File: config.mk
export PLATFORM = sky130hd
export DESIGN_NAME = uart_fifo_ctrl
export DESIGN_NICKNAME = d
export VERILOG_FILES = /design/src/rtl/uart_fifo_pkg.sv /design/src/rtl/uart_fifo_cfg.sv /design/src/rtl/uart_fifo_buf.sv /design/src/rtl/uart_rx_trigger.sv /design/src/rtl/uart_fifo_ctrl.sv
export SDC_FILE = /design/constraint.sdc
export NUM_CORES = 1
export LEC_CHECK = 0
export BUFFER_PORTS_ARGS = -buffer_cell sky130_fd_sc_hd__buf_2
export CORE_ASPECT_RATIO = 0.9
export CORE_MARGIN = 4
export CORE_UTILIZATION = 52
export CTS_CLUSTER_SIZE = 8
export DETAILED_ROUTE_END_ITERATION = 10
export PLACE_DENSITY = 0.8
export SYNTH_ARGS = -nofsm -noshare
export SYNTH_HDL_FRONTEND = slang
export SYNTH_SLANG_ARGS = --single-unit
File: constraint.sdc
create_clock -name clk -period 3.4 [get_ports clk]
set_input_delay 0.34 -clock clk [delete_from_list [all_inputs] [get_ports clk]]
set_output_delay 0.34 -clock clk [all_outputs]
set_load 0.01 [all_outputs]
File: src/rtl/uart_fifo_pkg.sv
package uart_fifo_pkg;

  localparam int CFG_EN_BIT    = 0;
  localparam int CFG_RXCLR_BIT = 1;
  localparam int CFG_TXCLR_BIT = 2;
  localparam int CFG_TRIG_LSB  = 6;

  typedef enum logic [1:0] {
    TRIG_ONE      = 2'b00,
    TRIG_FOUR     = 2'b01,
    TRIG_EIGHT    = 2'b10,
    TRIG_FOURTEEN = 2'b11
  } rx_trig_e;

  function automatic int unsigned trig_depth(rx_trig_e sel);
    case (sel)
      TRIG_ONE:   return 1;
      TRIG_FOUR:  return 4;
      TRIG_EIGHT: return 8;
      default:    return 14;
    endcase
  endfunction

endpackage

File: src/rtl/uart_fifo_cfg.sv
module uart_fifo_cfg
  import uart_fifo_pkg::*;
(
  input  logic     clk,
  input  logic     rst_n,
  input  logic     wr,
  input  logic [7:0] wdata,
  output logic     en,
  output rx_trig_e trig,
  output logic     clr_rx,
  output logic     clr_tx
);

  logic     en_q;
  rx_trig_e trig_q;
  logic     flip;
  logic     armed;
  logic     unused_bits;

  assign unused_bits = ^wdata[5:3];

  // A change of the enable bit flushes both queues; the other fields count
  // only when the same write keeps the enable bit set.
  assign flip   = wr && (wdata[CFG_EN_BIT] != en_q);
  assign armed  = wr && wdata[CFG_EN_BIT];
  assign clr_rx = flip || (armed && wdata[CFG_RXCLR_BIT]);
  assign clr_tx = flip || (armed && wdata[CFG_TXCLR_BIT]);

  always_ff @(posedge clk or negedge rst_n) begin
    if (!rst_n) begin
      en_q   <= 1'b0;
      trig_q <= TRIG_ONE;
    end else if (wr) begin
      en_q <= wdata[CFG_EN_BIT];
      if (wdata[CFG_EN_BIT]) begin
        trig_q <= rx_trig_e'(wdata[CFG_TRIG_LSB +: 2]);
      end
    end
  end

  assign en   = en_q;
  assign trig = trig_q;

  // a write with the enable bit low leaves the threshold selector alone
  assert_gated_trig_R7: assert property (@(posedge clk) disable iff (!rst_n)
    (wr && !wdata[CFG_EN_BIT]) |=> (trig == $past(trig)));

  // the enable output follows bit 0 of every write
  assert_en_follow_R2: assert property (@(posedge clk) disable iff (!rst_n)
    wr |=> (en == $past(wdata[CFG_EN_BIT])));

endmodule

File: src/rtl/uart_fifo_buf.sv
module uart_fifo_buf #(
  parameter int W     = 8,
  parameter int DEPTH = 16,
  localparam int PW   = (DEPTH > 1) ? $clog2(DEPTH) : 1,
  localparam int CW   = $clog2(DEPTH + 1)
) (
  input  logic          clk,
  input  logic          rst_n,
  input  logic          clr,
  input  logic          in_valid,
  output logic          in_ready,
  input  logic [W-1:0]  in_data,
  output logic          out_valid,
  input  logic          out_ready,
  output logic [W-1:0]  out_data,
  output logic [CW-1:0] count,
  output logic          overrun
);

  logic [W-1:0]  mem [DEPTH];
  logic [PW-1:0] wr_ptr, rd_ptr, wr_nxt, rd_nxt;
  logic [CW-1:0] cnt_q;
  logic [W-1:0]  last_q;
  logic          ovr_q;
  logic          full, empty, push_ok, pop_ok;

  assign full    = (cnt_q == CW'(DEPTH));
  assign empty   = (cnt_q == '0);
  assign push_ok = in_valid && !full;
  assign pop_ok  = out_ready && !empty;

  generate
    if ((1 << PW) == DEPTH) begin : g_pow2
      assign wr_nxt = wr_ptr + 1'b1;
      assign rd_nxt = rd_ptr + 1'b1;
    end else begin : g_mod
      assign wr_nxt = (wr_ptr == PW'(DEPTH - 1)) ? '0 : wr_ptr + 1'b1;
      assign rd_nxt = (rd_ptr == PW'(DEPTH - 1)) ? '0 : rd_ptr + 1'b1;
    end
  endgenerate

  always_ff @(posedge clk or negedge rst_n) begin
    if (!rst_n) begin
      wr_ptr <= '0;
      rd_ptr <= '0;
      cnt_q  <= '0;
      last_q <= '0;
      ovr_q  <= 1'b0;
    end else if (clr) begin
      wr_ptr <= '0;
      rd_ptr <= '0;
      cnt_q  <= '0;
      ovr_q  <= 1'b0;
    end else begin
      ovr_q <= in_valid && full;
      if (push_ok) wr_ptr <= wr_nxt;
      if (pop_ok) begin
        rd_ptr <= rd_nxt;
        last_q <= mem[rd_ptr];
      end
      case ({push_ok, pop_ok})
        2'b10:   cnt_q <= cnt_q + 1'b1;
        2'b01:   cnt_q <= cnt_q - 1'b1;
        default: cnt_q <= cnt_q;
      endcase
    end
  end

  always_ff @(posedge clk) begin
    if (!clr && push_ok) mem[wr_ptr] <= in_data;
  end

  assign in_ready  = !full;
  assign out_valid = !empty;
  assign out_data  = empty ? last_q : mem[rd_ptr];
  assign count     = cnt_q;
  assign overrun   = ovr_q;

  // occupancy never exceeds the depth
  assert_no_overflow_R8: assert property (@(posedge clk) disable iff (!rst_n)
    count <= CW'(DEPTH));

  // a byte offered to a full queue is reported one cycle later
  assert_drop_flag_R9: assert property (@(posedge clk) disable iff (!rst_n)
    (in_valid && !in_ready && !clr) |=> overrun);

  // a clear wins over anything else in the same cycle
  assert_clear_wins_R11: assert property (@(posedge clk) disable iff (!rst_n)
    clr |=> (count == '0) && !overrun);

  // popping an empty queue with no push keeps the shown byte
  assert_empty_pop_R10: assert property (@(posedge clk) disable iff (!rst_n)
    (!out_valid && out_ready && !in_valid && !clr) |=> ($stable(out_data) && count == '0));

  // push and pop together in the middle keep occupancy
  assert_balanced_R12: assert property (@(posedge clk) disable iff (!rst_n)
    (in_valid && in_ready && out_valid && out_ready && !clr) |=> $stable(count));

endmodule

File: src/rtl/uart_rx_trigger.sv
module uart_rx_trigger
  import uart_fifo_pkg::*;
#(
  parameter int CW = 5
) (
  input  logic [CW-1:0] count,
  input  rx_trig_e      sel,
  output logic          avail
);

  logic [CW-1:0] thr;

  always_comb begin
    thr   = CW'(trig_depth(sel));
    avail = (count >= thr);
  end

endmodule

File: src/rtl/uart_fifo_ctrl.sv
module uart_fifo_ctrl
  import uart_fifo_pkg::*;
#(
  parameter int DATA_W = 8,
  parameter int DEPTH  = 16,
  localparam int CW    = $clog2(DEPTH + 1)
) (
  input  logic              clk,
  input  logic              rst_n,
  input  logic              cfg_wr,
  input  logic [7:0]        cfg_wdata,
  output logic              fifo_en,
  output logic [1:0]        rx_trig_sel,
  input  logic              rx_in_valid,
  output logic              rx_in_ready,
  input  logic [DATA_W-1:0] rx_in_data,
  output logic              rx_out_valid,
  input  logic              rx_out_ready,
  output logic [DATA_W-1:0] rx_out_data,
  output logic [CW-1:0]     rx_count,
  output logic              rx_overrun,
  output logic              rx_avail,
  input  logic              tx_in_valid,
  output logic              tx_in_ready,
  input  logic [DATA_W-1:0] tx_in_data,
  output logic              tx_out_valid,
  input  logic              tx_out_ready,
  output logic [DATA_W-1:0] tx_out_data,
  output logic [CW-1:0]     tx_count,
  output logic              tx_overrun
);

  rx_trig_e trig;
  logic     clr_rx, clr_tx;

  uart_fifo_cfg u_cfg (
    .clk    (clk),
    .rst_n  (rst_n),
    .wr     (cfg_wr),
    .wdata  (cfg_wdata),
    .en     (fifo_en),
    .trig   (trig),
    .clr_rx (clr_rx),
    .clr_tx (clr_tx)
  );

  assign rx_trig_sel = trig;

  uart_fifo_buf #(.W(DATA_W), .DEPTH(DEPTH)) u_rx (
    .clk       (clk),
    .rst_n     (rst_n),
    .clr       (clr_rx),
    .in_valid  (rx_in_valid),
    .in_ready  (rx_in_ready),
    .in_data   (rx_in_data),
    .out_valid (rx_out_valid),
    .out_ready (rx_out_ready),
    .out_data  (rx_out_data),
    .count     (rx_count),
    .overrun   (rx_overrun)
  );

  uart_fifo_buf #(.W(DATA_W), .DEPTH(DEPTH)) u_tx (
    .clk       (clk),
    .rst_n     (rst_n),
    .clr       (clr_tx),
    .in_valid  (tx_in_valid),
    .in_ready  (tx_in_ready),
    .in_data   (tx_in_data),
    .out_valid (tx_out_valid),
    .out_ready (tx_out_ready),
    .out_data  (tx_out_data),
    .count     (tx_count),
    .overrun   (tx_overrun)
  );

  uart_rx_trigger #(.CW(CW)) u_trig (
    .count (rx_count),
    .sel   (trig),
    .avail (rx_avail)
  );

  // changing the enable bit empties both queues at that edge
  assert_en_flush_R2: assert property (@(posedge clk) disable iff (!rst_n)
    (cfg_wr && (cfg_wdata[CFG_EN_BIT] != fifo_en)) |=> (rx_count == '0 && tx_count == '0));

  // a receive clear leaves the transmit count to its own traffic
  assert_rx_only_R3: assert property (@(posedge clk) disable iff (!rst_n)
    (cfg_wr && cfg_wdata[CFG_EN_BIT] && fifo_en && cfg_wdata[CFG_RXCLR_BIT]
     && !cfg_wdata[CFG_TXCLR_BIT] && !tx_in_valid && !tx_out_ready)
    |=> (rx_count == '0 && $stable(tx_count)));

  // the available flag rises only on a larger count or a new level
  assert_avail_rise_R6: assert property (@(posedge clk) disable iff (!rst_n)
    $rose(rx_avail) |-> ((rx_count > $past(rx_count)) || (rx_trig_sel != $past(rx_trig_sel))));

endmodule

Word level (Yosys, flattened, before mapping)

Memory sizes are Yosys's and may differ from the RTL's.
Cells that the tools add are included.

Bits in registers: 47
Bits in writable memories: 256
Memories: 2
Input bits: 31

Memory list:

| memory   | depth | bits a word | rd ports | clocked after memory_dff | wr ports | RTL line            | source |
|---|---|---|---|---|---|---|---|
| u_rx.mem | 16    | 8           | 1        | 0                        | 1        | uart_fifo_buf.sv:20 | `logic [W-1:0] mem [DEPTH];` |
| u_tx.mem | 16    | 8           | 1        | 0                        | 1        | uart_fifo_buf.sv:20 |  |

Add/subtract/negate cells: 8
Bitwise operators: 2
Reductions and logical operators: 32
Multiplexer cells: 21
Eq/ne operators: 9
Magnitude comparators: 1

Operator list:

| kind                                                                   | number |
|---|---|
| 4-bit two-way mux                                                      | 8 |
| 5-bit case mux with 2 select lines                                     | 2 |
| 4-bit by 1-bit adder with 4-bit output (second input constant)         | 4 |
| 8-bit two-way mux                                                      | 2 |
| 1-bit logical AND                                                      | 12 |
| 4-bit case mux with 3 select lines                                     | 1 |
| 5-bit by 1-bit adder with 5-bit output (second input constant)         | 2 |
| 5-bit equality test (second input constant)                            | 2 |
| 5-bit zero test                                                        | 2 |
| 5-bit two-way mux                                                      | 2 |
| 5-bit by 1-bit subtractor with 5-bit output (second input constant)    | 2 |
| 2-bit nonzero test                                                     | 4 |
| 2-bit by 1-bit equality test with 1-bit output (second input constant) | 3 |
| 2-bit equality test (second input constant)                            | 3 |
| 1-bit zero test                                                        | 6 |
| 1-bit two-way mux                                                      | 6 |
| 2-bit AND reduction                                                    | 3 |
| 3-bit nonzero test                                                     | 2 |
| 5-bit by 4-bit greater-or-equal comparator with 1-bit output           | 1 |
| 2-bit zero test                                                        | 1 |
| 1-bit logical OR                                                       | 2 |
| 1-bit NOT                                                              | 2 |
| 1-bit inequality test                                                  | 1 |

Depth between registers and ports, before layout

Word-level depth: 7
Mapped depth: 11

Cells and area by module

A second synthesis with hierarchy kept.

Cells, all modules: 760
Area, all modules: 12727.2 um^2

By module, submodules not included:

| module               | times used | cells an instance | area an instance (um^2) | seq. area each (um^2) |
|---|---|---|---|---|
| uart_fifo_buf (u_tx) | 1          | 373               | 6264.8                  | 4394.2 |
| uart_fifo_buf (u_rx) | 1          | 359               | 6202.2                  | 4394.2 |
| uart_fifo_cfg        | 1          | 13                | 145.1                   | 75.1 |
| uart_rx_trigger      | 1          | 15                | 115.1                   | 0.0 |

Worst setup path after synthesis

OpenSTA, ideal clock, no wires.

Kind: register to register
Start: register u_tx.cnt_q[1] (netlist: u_tx.count[1])
End: register u_tx.cnt_q[4] (netlist: u_tx.count[4])
Slack: 875 ps
Data arrival time: 2392 ps
Cell stages (with the launch flop): 11
Required time: 3267 ps
Cells stage by stage: dfrtp_1 -> buf_2 -> nor4_4 -> mux2i_1 -> xor2_1 -> ha_1 -> or3_1 -> a21oi_1 -> mux2i_1 -> o211ai_1 -> o31ai_1

Longest elaborated chain between the ends: 6
Elaborated cells on any way between the ends: 13
Classes of those cells: add/sub: 2; eq/ne: 3; mux: 2; reduce/logical: 6

RTL lines:

| what                                                                                         | RTL line                                 | source |
|---|---|---|
| start, declared                                                                              | uart_fifo_buf.sv:22                      | `logic [CW-1:0] cnt_q;` |
| start signal, assigned                                                                       | uart_fifo_buf.sv:62                      | `2'b10: cnt_q <= cnt_q + 1'b1;` |
| start signal, assigned                                                                       | uart_fifo_buf.sv:63                      | `2'b01: cnt_q <= cnt_q - 1'b1;` |
| start signal, assigned                                                                       | uart_fifo_buf.sv:64                      | `default: cnt_q <= cnt_q;` |
| 5-bit equality test / 5-bit zero test (equally long branches)                                | uart_fifo_buf.sv:27, uart_fifo_buf.sv:28 |  |
| 1-bit zero test (on tied branches)                                                           | uart_fifo_buf.sv:29, uart_fifo_buf.sv:30 |  |
| 1-bit logical AND (on tied branches)                                                         | uart_fifo_buf.sv:29, uart_fifo_buf.sv:30 |  |
| 2-bit by 1-bit equality test with 1-bit output / 2-bit equality test (equally long branches) | uart_fifo_buf.sv:61                      | `case ({push_ok, pop_ok})` |
| 5-bit case mux with 2 select lines                                                           | uart_fifo_buf.sv:61                      |  |
| 5-bit two-way mux                                                                            | uart_fifo_buf.sv:49                      | `end else if (clr) begin` |

Parallel ways exist; a longest one is shown, timed or not.
A chain may end at the register's enable or synchronous reset.

Final worst setup path

Start: register u_rx.rd_ptr[0]
End: output port rx_out_data[1]

Longest elaborated chain between the ends: 2

RTL lines:

| what                   | RTL line             | source |
|---|---|---|
| start, declared        | uart_fifo_buf.sv:21  | `logic [PW-1:0] wr_ptr, rd_ptr, wr_nxt, rd_nxt;` |
| start signal, assigned | uart_fifo_buf.sv:58  | `rd_ptr <= rd_nxt;` |
| memory read 16 x 8 bit | --                   |  |
| 8-bit two-way mux      | uart_fifo_buf.sv:75  | `assign out_data = empty ? last_q : mem[rd_ptr];` |
| end, declared          | uart_fifo_ctrl.sv:19 | `output logic [DATA_W-1:0] rx_out_data,` |

Every way passes these cells.

==> qor.tcl <==
set qor(result_of_the_run) {completed}
set qor(fin_hold_ws_ps) 20.3
set qor(r2r_setup_slack_ps) 740
set qor(worstSkewPairLatency_ps) 540
set qor(setup.worst_path.end_class) {output port}
set qor(floorplan.die.height_microns) 155
set qor(multi_input_comb_area_sq_um) 3440
set qor(dieArea_sq_um) 26600
set qor(intPower_mw) 8.30
set qor(cts.root.buffer_cell) {sky130_fd_sc_hd__clkbuf_16}
set qor(library_cell_occupying_the_most_area_in_the_post_synthesis_netlist) {sky130_fd_sc_hd__edfxtp_1}
set qor(boundaryPins) 67
set qor(postSynthNetCount) 752
set qor(timing.critical_path.buf_inv) 2
set qor(ys_ff_latch) 303
set qor(core-area_sq_um) 23500
set qor(detail_route.wl_per_cell_microns) 22.5
set qor(yosys-top-cells-area) {sky130_fd_sc_hd__edfxtp_1 (61%), sky130_fd_sc_hd__mux4_2 (12%), sky130_fd_sc_hd__dfrtp_1 (9.4%)}
set qor(post_layout_util) 0.619
set qor(gr-total-overflow) 0
set qor(drive_above_1_share) 0.295
set qor(fillers) 1610
set qor(initial_cell_density_of_the_core) 0.532
set qor(synth_area_sq_um) 12500
set qor(arrival_time_at_the_worst_endpoint_ps) 2900
set qor(routabilityCongestion) 0.791
set qor(postSynth.topFlopCell) {sky130_fd_sc_hd__edfxtp_1}
set qor(num_rows) 53
set qor(finalHoldViolCount) 0
set qor(synthesis.area_per_instance_sq_um) 17.8
set qor(synth_seq_area_share) 0.708
set qor(synth_top_cells_by_count) {sky130_fd_sc_hd__edfxtp_1 (256), sky130_fd_sc_hd__mux4_2 (64), sky130_fd_sc_hd__nor2_1 (49)}
set qor(vdd_ir_drop_max_mv) 0.375
set qor(synthDistinctLibCells) 49
set qor(h-tree-depth) 2
set qor(postRouteWirelength_microns) 25700
set qor(net-switching-power_mw) 3.42
set qor(grt_pass1_wl_microns) 40300
set qor(placement.io_buffers) 63
set qor(finalCriticalPeriod_ps) 3240
set qor(yosysWarningCount) 0
set qor(crit_path_top_delay_cell) {sky130_fd_sc_hd__dfrtp_2}
set qor(final_nets) 855
set qor(detailed_place.area_sq_um) 13300
set qor(vias) 6787
set qor(clock_tree.buffer_depth) 3
set qor(top_area_cell_type_share_of_the_netlist_area) 0.614
set qor(max_stage_delay_ps) 600
set qor(setup_violations) 0
set qor(clock.fmax_ghz) 0.308
set qor(layout.area.seq_sq_um) 8870
set qor(antenna_found_initial) 0
set qor(timing_worst_setup_path_type) {flop to output port}
set qor(fin_area_sq_um) 14600
set qor(tritoncts) {yes}
set qor(grt.total_usage) 0.199
set qor(cpLargestDelayFamily) {multiplexers}
set qor(rsz_0062_raised_after_global_routing) {false}
set qor(yosys.cell_count.top_type) {sky130_fd_sc_hd__edfxtp_1}
set qor(slew_headroom) 0.376
set qor(synth_async_sr_flop_share) 0.155
set qor(totalNegativeSetupSlack_ps) 0
set qor(power.clock.fraction) 0.339
set qor(maxCapViolations) 0
set qor(layout_worst_path_cycle_share) 0.953
set qor(min_path_type) {input pin to flop}
set qor(power.share.combinational) 0.260
set qor(power.sequential.fraction) 0.402
set qor(cts.sink_count) 303
set qor(drt.antenna.violating_nets) 0
set qor(synthCells) 704
set qor(crit_path_start_kind) {flop}
set qor(drv_slew) 0
set qor(total_power_mw) 11.7
set qor(max_slew.worst_pin.slew_ps) 935
set qor(grt_start_max_net_pins) 39
set qor(timing.critical_path.cells) {buf_12 -> mux4_2 -> a22oi_1 -> nand2_1 -> mux2_2 -> buf_2}
set qor(drt_pass1_iterations) 5
set qor(cts_inserted_buffers) 43
set qor(clock_tree_skew_after_final_layout_ps) 32.3
set qor(post-cts-setup-buffer-count) 0
set qor(number_of_flops_mapped_to_enable_cells_by_yosys) 256
set qor(sw_frac_of_total) 0.292
set qor(post-dp-hpwl_microns) 15500
set qor(detail_route.vias_per_cell) 5.93
set qor(drcViolationCount) 0
set qor(die_width_microns) 172
set qor(clk_pin_slew_ps) 50
set qor(timing.critical_path.fanout_max) 25
set qor(first_global_vias) 6961
set qor(detailedRoute.firstIterationViolations) 610
set qor(crit_required_ps) 3060
set qor(layout-area-overhead-vs-synth_pct) 16.3
set qor(insertedDiodeCount) 0
set qor(power-per-cell-area_nw_per_um2) 804
set qor(leakage_nw) 5.10
[flip-flops by register name, summed over array words and instances, names as in the netlist, 2 cells and up]
name	flops
u_cfg.trig	2
u_rx.count	5
u_rx.last_q	8
u_rx.mem	128
u_rx.rd_ptr	4
u_rx.wr_ptr	4
u_tx.count	5
u_tx.last_q	8
u_tx.mem	128
u_tx.rd_ptr	4
u_tx.wr_ptr	4
[metal layers]
layer	global-route usage	wire, microns	vias to the layer above
met5	0	0	-
met4	0.0604	632	0
met3	0.0467	1830	53
met2	0.312	12500	276
met1	0.283	10800	3460
li1	-	-	2998
[layout by cell type, fill, tap and decap left out, types with 2 or more instances in the layout]
master                      count
sky130_fd_sc_hd__a21oi_1        8
sky130_fd_sc_hd__nor2_1        49
sky130_fd_sc_hd__or3_1          2
sky130_fd_sc_hd__a22oi_1       32
sky130_fd_sc_hd__xor2_1        11
sky130_fd_sc_hd__nand4_1        7
sky130_fd_sc_hd__edfxtp_1     256
sky130_fd_sc_hd__nor4_1         3
sky130_fd_sc_hd__nand3_1        7
sky130_fd_sc_hd__inv_1         13
sky130_fd_sc_hd__dfrtp_1       45
sky130_fd_sc_hd__nand2_1       41
sky130_fd_sc_hd__buf_2         63
sky130_fd_sc_hd__xnor2_1        8
sky130_fd_sc_hd__a21boi_2       2
sky130_fd_sc_hd__buf_4         27
sky130_fd_sc_hd__clkbuf_16     44
sky130_fd_sc_hd__mux2_2        34
sky130_fd_sc_hd__o21ai_0        6
sky130_fd_sc_hd__o21a_1         3
sky130_fd_sc_hd__mux2i_1        4
sky130_fd_sc_hd__nor3_1        14
sky130_fd_sc_hd__ha_1          17
sky130_fd_sc_hd__a31oi_1        2
sky130_fd_sc_hd__mux4_2        64
sky130_fd_sc_hd__nand2b_1       6
sky130_fd_sc_hd__dfrtp_2        2
sky130_fd_sc_hd__clkbuf_1      34
sky130_fd_sc_hd__o21ai_1        2
sky130_fd_sc_hd__nor2b_1        5
sky130_fd_sc_hd__and2_1         8
sky130_fd_sc_hd__nor4_4         2
[cells by family (layout without fill, tap and decap cells)]
family	count (synthesis)	after routing	share of synthesized area
xor gates and xnor gates	19	19	0.0133
DFF	303	303	0.708
buffers and inverters	48	186	0.0170
muxes	102	102	0.149
and+or+nand+nor	151	151	0.0591
AOI/OAI and AO/OA	64	64	0.0369
adders and majority gates	17	17	0.0170
[per-stage QoR]
stage,cells,setup WS [ps]
floorplan,704,875
global placement,1063,753
detailed placement,1063,740
CTS,1144,129
global route,1144,20.5
finish,1144,158
[repair_timing]
action,4_1_cts,5_1_grt
hold buffers,1,0
setup endpoints to repair,0,0
hold endpoints to repair,35,0
resized for setup,0,0
[power by group through the flow]
stage / combinational [mW] / clock, mW / sequential [mW]
floorplan: 2.25 / 0 / 4.66
global placement: 2.97 / 0 / 4.74
detailed placement: 3.04 / 0 / 4.76
CTS: 3.09 / 4.05 / 4.70
global route: 3.33 / 4.24 / 4.75
finish: 3.04 / 3.97 / 4.70
[final timing paths]
kind / start / endpoint / depth (start not counted)
setup / recovery: u_rx.rd_ptr[0]$_DFFE_PN0P_ / rx_out_data[1] / 6
hold / removal: cfg_wr / u_cfg.en$_DFFE_PN0P_ / 2
setup reg to reg: u_tx.count[2]$_DFFE_PN0P_ / u_tx.count[4]$_DFFE_PN0P_ / 9
hold reg to reg: u_rx.last_q[3]$_DFFE_PN0P_ / u_rx.last_q[3]$_DFFE_PN0P_ / 1
max in group asynchronous: rst_n / u_rx.last_q[3]$_DFFE_PN0P_ / 3
min in group asynchronous: rst_n / u_rx.overrun$_DFF_PN0_ / 2
[layout make-up]
type / count / area share
Clock buffer: 78 / 0.0843
Clock inverter: 2 / 0.00344
Inverter: 14 / 0.00361
Multi-Input combinational cell: 353 / 0.236
Sequential cell: 303 / 0.609
Tap cell: 302 / 0.0259
Timing Repair Buffer: 92 / 0.0376
Note: power is estimated with default switching activity, not from simulation.
